$ cat config.mk
export PLATFORM = sky130hd
export DESIGN_NAME = nand_ecc_acc
export DESIGN_NICKNAME = d
export VERILOG_FILES = /design/src/rtl/nand_ecc_pkg.sv /design/src/rtl/ecc_line_acc.sv /design/src/rtl/ecc_col_acc.sv /design/src/rtl/ecc_readout.sv /design/src/rtl/nand_ecc_acc.sv
export SDC_FILE = /design/constraint.sdc
export NUM_CORES = 1
export LEC_CHECK = 0
export BUFFER_PORTS_ARGS = -buffer_cell sky130_fd_sc_hd__buf_4
export CAP_MARGIN = 20
export CORE_MARGIN = 2
export CORE_UTILIZATION = 45
export DETAILED_ROUTE_END_ITERATION = 8
export GPL_TIMING_DRIVEN = 1
export HOLD_SLACK_MARGIN = 0.02
export PLACE_DENSITY = 0.7
export RECOVER_POWER = 100
export SYNTH_ARGS = -nofsm -noshare
export SYNTH_HDL_FRONTEND = slang
export SYNTH_SLANG_ARGS = --single-unit
$ cat constraint.sdc
create_clock -name clk -period 1.84 [get_ports clk]
set_input_delay 0.276 -clock clk [delete_from_list [all_inputs] [get_ports clk]]
set_output_delay 0.276 -clock clk [all_outputs]
set_load 0.1 [all_outputs]
$ cat src/rtl/nand_ecc_pkg.sv
package nand_ecc_pkg;

    localparam int DATA_W   = 8;
    localparam int COL_W    = 6;
    localparam int CFG_W    = 16;
    localparam int CLR_BIT  = 12;

    typedef struct packed {
        logic              clear;
        logic              take;
        logic [DATA_W-1:0] data;
    } ecc_step_t;

    function automatic logic [COL_W-1:0] col_terms(input logic [DATA_W-1:0] b);
        logic [COL_W-1:0] t;
        t[0] = b[1] ^ b[3] ^ b[5] ^ b[7];
        t[1] = b[0] ^ b[2] ^ b[4] ^ b[6];
        t[2] = b[2] ^ b[3] ^ b[6] ^ b[7];
        t[3] = b[0] ^ b[1] ^ b[4] ^ b[5];
        t[4] = ^b[7:4];
        t[5] = ^b[3:0];
        return t;
    endfunction

endpackage

$ cat src/rtl/ecc_line_acc.sv
module ecc_line_acc
    import nand_ecc_pkg::*;
#(
    parameter int ADDR_BITS = 9
) (
    input  logic                 clk,
    input  ecc_step_t            step,
    output logic [ADDR_BITS-1:0] hi_par,
    output logic [ADDR_BITS-1:0] lo_par
);

    logic [ADDR_BITS-1:0] idx_q;
    logic                 byte_par;

    assign byte_par = ^step.data;

    always_ff @(posedge clk) begin
        if (step.clear) begin
            idx_q <= '0;
        end else if (step.take) begin
            idx_q <= idx_q + 1'b1;
        end
    end

    for (genvar k = 0; k < ADDR_BITS; k++) begin : g_pair
        always_ff @(posedge clk) begin
            if (step.clear) begin
                hi_par[k] <= 1'b0;
                lo_par[k] <= 1'b0;
            end else if (step.take && byte_par) begin
                if (idx_q[k]) hi_par[k] <= ~hi_par[k];
                else          lo_par[k] <= ~lo_par[k];
            end
        end
    end

endmodule

$ cat src/rtl/ecc_col_acc.sv
module ecc_col_acc
    import nand_ecc_pkg::*;
(
    input  logic             clk,
    input  ecc_step_t        step,
    output logic [COL_W-1:0] col_par
);

    always_ff @(posedge clk) begin
        if (step.clear) begin
            col_par <= '0;
        end else if (step.take) begin
            col_par <= col_par ^ col_terms(step.data);
        end
    end

endmodule

$ cat src/rtl/ecc_readout.sv
module ecc_readout
    import nand_ecc_pkg::*;
#(
    parameter int ADDR_BITS = 9,
    parameter int SEL_W     = 2
) (
    input  logic [ADDR_BITS-1:0] hi_par,
    input  logic [ADDR_BITS-1:0] lo_par,
    input  logic [COL_W-1:0]     col_par,
    input  logic [SEL_W-1:0]     rd_sel,
    output logic [2*ADDR_BITS+COL_W-1:0] raw_word,
    output logic [DATA_W-1:0]    rd_data
);

    localparam int LINE_W = 2 * ADDR_BITS;
    localparam int WORD_W = LINE_W + COL_W;
    localparam int NBYTES = (WORD_W + DATA_W - 1) / DATA_W;
    localparam int PAD_W  = NBYTES * DATA_W;

    logic [PAD_W-1:0] inv_word;

    for (genvar k = 0; k < ADDR_BITS; k++) begin : g_pack
        assign raw_word[2*k]   = hi_par[k];
        assign raw_word[2*k+1] = lo_par[k];
    end
    assign raw_word[LINE_W +: COL_W] = col_par;

    assign inv_word = ~{{(PAD_W-WORD_W){1'b0}}, raw_word};

    always_comb begin
        rd_data = '0;
        for (int i = 0; i < NBYTES; i++) begin
            if (int'(rd_sel) == i) rd_data = inv_word[i*DATA_W +: DATA_W];
        end
    end

endmodule

$ cat src/rtl/nand_ecc_acc.sv
module nand_ecc_acc
    import nand_ecc_pkg::*;
#(
    parameter int ADDR_BITS = 9,
    parameter int SEL_W     = 2
) (
    input  logic              clk,
    input  logic              rst,
    input  logic              cfg_wr,
    input  logic [CFG_W-1:0]  cfg_wdata,
    input  logic              enable,
    input  logic              byte_valid,
    input  logic [DATA_W-1:0] byte_in,
    output logic [DATA_W-1:0] byte_out,
    input  logic [SEL_W-1:0]  rd_sel,
    output logic [DATA_W-1:0] rd_data
);

    localparam int WORD_W = 2 * ADDR_BITS + COL_W;

    ecc_step_t            step;
    logic [ADDR_BITS-1:0] hi_par;
    logic [ADDR_BITS-1:0] lo_par;
    logic [COL_W-1:0]     col_par;
    logic [WORD_W-1:0]    ecc_raw;

    assign byte_out   = byte_in;
    assign step.clear = rst | (cfg_wr & cfg_wdata[CLR_BIT]);
    assign step.take  = byte_valid & enable;
    assign step.data  = byte_in;

    ecc_line_acc #(.ADDR_BITS(ADDR_BITS)) u_line (
        .clk    (clk),
        .step   (step),
        .hi_par (hi_par),
        .lo_par (lo_par)
    );

    ecc_col_acc u_col (
        .clk     (clk),
        .step    (step),
        .col_par (col_par)
    );

    ecc_readout #(.ADDR_BITS(ADDR_BITS), .SEL_W(SEL_W)) u_out (
        .hi_par   (hi_par),
        .lo_par   (lo_par),
        .col_par  (col_par),
        .rd_sel   (rd_sel),
        .raw_word (ecc_raw),
        .rd_data  (rd_data)
    );

endmodule

==> run metrics, run 1 <==
Chip Width 65.7 um; CTS sink cnt 33; area leader, netlist dfxtp_1; ratio of final minimum period to clock period 94.1%; Syn Area/Cell 8.44 um^2; post-route setup TNS 0 ns; Max Clock Skew 0.00436 ns; Core Area between 3000 and 4000 um^2; Die Height between 60 and 70 um; CTS tree done; Hold WS 0.482 ns; dominant cells by area after synthesis dfxtp_1 39%, xnor2_1 8.2%, a21oi_1 7.9%, or3_1 6.2%, mux2_2 5.3%; count of yosys warnings during synthesis 0; routed vias/inst 5.34; WP data required 1.56 ns; TritonRoute pass-1 iters 4; number of unique standard cell types used by synthesis 24; post-route ant nets 0; postcts setup bufs 0; Max Cap Violations 0; GP Congestion 0.767; sequential fraction of the synthesis area 38.6%; kind of critical path flop to output pin; Hold Fails Final Rpt 0; Critical Path Start Type flop; status finished clean; crit path DAT roughly 1.5 ns; Final Util around three fifths; Yosys reg bits 33; Final Instance Area 2180 um^2; Netlist Area Pre-Place 1710 um^2; fmax 577 MHz; vias post-DR around 1,500; area overhead of the layout relative to synthesis 27.2%; I/O pins 47; RSZ-0062 raised after global routing false; commonest cells after routing, fill and taps aside 33 x dfxtp_1, 27 x a21oi_1, 19 x buf_4, 17 x or3_1; Critical Path End Type output pin; Slew headroom 22.4%; Total GRT Usage between 10% and 20%; Leak ~0.00074 uW; critical path peak fanout 3; n_diodes 0; Slew @ Worst Pin 1.17 ns; post-route minimum period approximately 1.7 ns; Starting DRT DRC Count 58; vias in the first global route 1,355; Slew Limit Fails 0; Pwr Density 986 nW/um^2; Syn Inst Count 203; largest net degree at the start of global routing 37; die area around 4300 um^2; syn_nets approximately 240; commonest non-fill, non-tap cell in the layout dfxtp_1; post-CTS sizing 0; cts bufs inserted 5; Routed WL 3.50 mm; first-pass GRT wire length 6.09 mm; top cell type's share of synthesized area 38.6%; Root Buffer clkbuf_8; drt drc 0; fillcell total 339; placed instance count 269; Finish-stage setup viols 0; initial antenna violation count 0; Port Buf Inserts 31; post-DP HPWL about 2.5 mm; layout cells sized above 1 24.5%; Hold-fix buffers, CTS 0; drt wl/cell 12.6 um; Worst VDD drop 0.415 mV; Worst-path clk slew 0.06 ns; clk_lat worst skew 0.28 ns; CTS max path bufs 2; nets@finish 260; htree depth 2; GRT overflow 0; Initial Utilization between 40% and 50%; # rows 22; Final Non-Filler Cells 277; HP Class flop to flop; Area after DPL ~2100 um^2
[report_power, final]
group / leakage (uW) / total, uW / switching [uW] / internal, uW
logic: 0.000405 / 587 / 395 / 191
clock network: 0.0000681 / 798 / 260 / 538
registers: 0.000267 / 763 / 21.8 / 741
total: 0.000740 / 2150 / 677 / 1470
[Yosys cell counts, drive strengths merged]
master	count
a21o	1
a21oi	27
and2	1
and3	1
buf	9
clkbuf	14
dfxtp	33
ha	1
inv	1
mux2	8
nand2	15
nand2b	1
nand4	3
nor2	6
o21ai	17
o22ai	8
o31ai	9
or3	17
or3b	1
or4	9
xnor2	16
xor2	5
[worst max-delay path: stages (launching register included)]
cell and delay (ns):
dfxtp_1 0.33, mux2_2 0.29, o22ai_4 0.12, buf_2 0.44
[state kept, by name, summed over array words and instances, names as in the netlist]
signal	cells
u_line.idx_q	9
u_col.col_par	6
u_line.lo_par	9
u_line.hi_par	9
[per-stage QoR]
step                      power (uW)  setup slack (ns)
after floorplan                 1230            0.0135
after global placement          1380            0.0338
after detailed placement        1390           -0.0138
after CTS                       2190             0.204
after global routing            2250            0.0668
final                           2150             0.108
[metal layers]
metal	routed length, um	vias up	track usage, %
met1	1620	674	23.6
met4	53	0	5.47
met3	144	4	4.79
met5	0	-	0
met2	1690	30	30.2
li1	-	772	-
[logic make-up after synthesis]
kind of cell	synth area share (%)
compound gates	20.2
simple gates	17.5
flops	38.6
buf+inv	7.09
xor+xnor	10.7
mux	5.26
fa+ha+maj	0.730
[layout make-up]
cell class              instances  area (um^2)  area share (%)
well taps                      48         60.1            2.76
inverters                       1         3.75           0.172
clock inverters                 3         65.1            2.99
multi-input cells             146         1050            48.1
clock buffers                   5         68.8            3.16
repair buffers                 41          272            12.5
flip-flops and latches         33          661            30.3
[worst paths after layout]
| check | start | slack, ns | end | cells after the start |
|---|---|---|---|---|
| worst max-delay path | u_line.hi_par[5] | 0.11 | rd_data[2] | 3 |
| worst min-delay path | u_line.lo_par[7] | 0.48 | u_line.lo_par[7] | 2 |
| worst max register to register | u_line.idx_q[1] | 0.21 | u_line.idx_q[8] | 5 |
| worst min register to register | u_line.lo_par[7] | 0.48 | u_line.lo_par[7] | 2 |
Note: power is estimated with default switching activity, not from simulation.
==> run 2, diff against run 1 <==
--- a/config.mk
+++ b/config.mk
@@ -7,7 +7,6 @@
 export LEC_CHECK = 0
 export BUFFER_PORTS_ARGS = -buffer_cell sky130_fd_sc_hd__buf_4
 export CAP_MARGIN = 20
-export CORE_MARGIN = 2
 export CORE_UTILIZATION = 45
 export DETAILED_ROUTE_END_ITERATION = 8
 export GPL_TIMING_DRIVEN = 1
==> run 2 against run 1 <==
Non-clock buffer count shrank 1; via count is 1.5% higher; global-route usage grew 1.9 points; die area down 6.0%; utilization decreased by 1.4 points; clock power is 31% lower; register-to-register slack improved by 0.02 ns; cell area is 2.3% lower; worst setup slack worse by 0.0065 ns; critical endpoint is now rd_data[0].
==> run metrics, run 2 (same netlist as run 1, synthesis figures left out) <==
status finished clean; proportion of power drawn by combinational gates 30.9% (+3.6 points); dpl ws -0.0133 ns (+0.000552 ns); WP data required 1.56 ns (about the same); n_diodes 0 (unchanged); Critical Path Start Type primary input; met2 Use GR 31.6% (+1.5 points); post-route setup TNS 0 ns (unchanged); Hold-fix buffers, CTS 0 (unchanged); CTS tree done; CP delay by family, top buffers and inverters; TritonRoute pass-1 iters 4 (unchanged); kind of critical path primary input to output pin; CTS max path bufs 2 (unchanged); post-route ant nets 0 (unchanged); RSZ-0062 raised after global routing false; vias in the first global route 1,302 (-3.9%); initial antenna violation count 0 (unchanged); post-CTS sizing 0 (unchanged); drt drc 0 (unchanged); CTS sink cnt 33 (unchanged); post-route minimum period 1.74 ns (+0.00648 ns); crit path DAT 1.46 ns (about the same); Starting DRT DRC Count 50 (-14%); Multi-input gate area 1050 um^2 (unchanged); met1 Resource Use GR 26.2% (+2.6 points); Chip Width 63.7 um (-3.0%); drt wl/cell 13.3 um (+5.6%); crit path setup slack, layout 0.102 ns (-0.00648 ns); fraction of power spent switching nets 35.4% (+3.9 points); commonest non-fill, non-tap cell in the layout dfxtp_1; Die Height 63.7 um (-3.0%); GP Congestion 0.764 (-0.39%); layer with the highest usage met2; cts bufs inserted 5 (unchanged); routed vias/inst 5.46 (+2.2%); Critical Path End Type output pin; Levels on crit path 5 (+2); Final Util 58.1% (-1.4 points); Port Buf Inserts 31 (unchanged); largest net degree at the start of global routing 37 (unchanged); postcts setup bufs 0 (unchanged); nets@finish 259 (-0.38%); Buf/Inv on CP 3 (+2); vias post-DR 1,502 (+1.5%); sequential power share 40.2% (+4.7 points); I/O pins 47 (unchanged); Leak 0.000709 uW (-4.2%); fillcell total 329 (-2.9%); Finish-stage setup viols 0 (unchanged); area overhead of the layout relative to synthesis 24.3%; first-pass GRT wire length 6.32 mm (+3.9%); post-DP HPWL 2.52 mm (-0.90%); worst reg2reg path depth 5 (unchanged); NetSw 673 uW (-0.58%); Total GRT Usage 20.3% (+1.9 points); HP Class flop to flop; peak per-stage delay on the critical path 0.44 ns (about the same); top flop regs u_line.hi_par: 9 flops, u_line.idx_q: 9 flops, u_line.lo_par: 9 flops; layout cells sized above 1 22.5% (-2.0 points); Final Instance Area 2130 um^2 (-2.3%); Area after DPL 2100 um^2 (+0.24%); Core Area 3660 um^2 (unchanged); slowest CP cell buf_2; GRT overflow 0 (unchanged); Seq. cell area 661 um^2 (unchanged); hold path depth 2 (unchanged); htree depth 2 (unchanged); Routed WL 3.67 mm (+4.8%); met3 usage 6.16% (+1.4 points); Worst VDD drop 0.579 mV (+39%); Root Buffer clkbuf_8; ratio of final minimum period to clock period 94.5% (+0.35 points); Slew Limit Fails 0 (unchanged); Hold Fails Final Rpt 0 (unchanged); Max Cap Violations 0 (unchanged); die area 4060 um^2 (-6.0%); CP Cell Sequence buf_4 > nand2b_1 > buf_12 > o22ai_4 > buf_2; Worst-path clk slew 0.06 ns (about the same); commonest cells after routing, fill and taps aside 33 x dfxtp_1, 27 x a21oi_1, 17 x or3_1; Int Pwr 1230 uW (-17%); clock network power share 28.8% (-8.3 points); critical path peak fanout 9 (+6); Pwr Density 893 nW/um^2 (-9.4%); clk_lat worst skew 0.28 ns (about the same); Slew @ Worst Pin 1.18 ns (+0.00824 ns); Slew headroom 21.9% (-0.55 points); fmax 575 MHz (-0.37%); Max Clock Skew 0.00449 ns (+0.000129 ns); # rows 22 (unchanged); Initial Utilization 46.8% (unchanged)
## run 2: per-stage QoR
stage,power [uW],cells,hold slack (ns)
after floorplan,1230,203,0.453
after global placement,1380,268,0.467
after detailed placement,1390,268,0.472
after CTS,1930,275,0.485
after global routing,1990,275,0.503
final,1900,275,0.481
## run 2: area by class of cell
type / count / share of cell area, %
Clock buffer: 7 / 4.06
Inverter: 1 / 0.176
Multi-Input combinational cell: 146 / 49.3
Sequential cell: 33 / 31.0
Tap cell: 48 / 2.82
Timing Repair Buffer: 40 / 12.6
## run 2: final timing paths
path               startpoint               end  slack [ns]
max                 rd_sel[0]        rd_data[0]        0.10
min          u_line.lo_par[0]  u_line.lo_par[0]        0.48
max reg2reg   u_line.idx_q[1]   u_line.idx_q[8]        0.23
min reg2reg  u_line.lo_par[0]  u_line.lo_par[0]        0.48
## run 2: worst min-delay path, stage by stage (launching register included)
cell and delay [ns]:
dfxtp_1 0.32, o31ai_1 0.06, a21oi_1 0.06
## run 2: metal layers
metal / wire length [um] / vias up / share of wire [%]
li1: - / 774 / -
met2: 1740 / 38 / 47
met4: 56 / 0 / 1.5
met3: 158 / 5 / 4.3
met1: 1720 / 685 / 47
met5: 0 / - / 0
## run 2: power groups by stage
stage          registers [uW]  logic (uW)  clock network, uW
2_1_floorplan             776         451                  0
3_3_place_gp              779         602                  0
3_5_place_dp              780         609                  0
4_1_cts                   765         613                556
5_1_grt                   768         628                598
6_report                  765         588                548
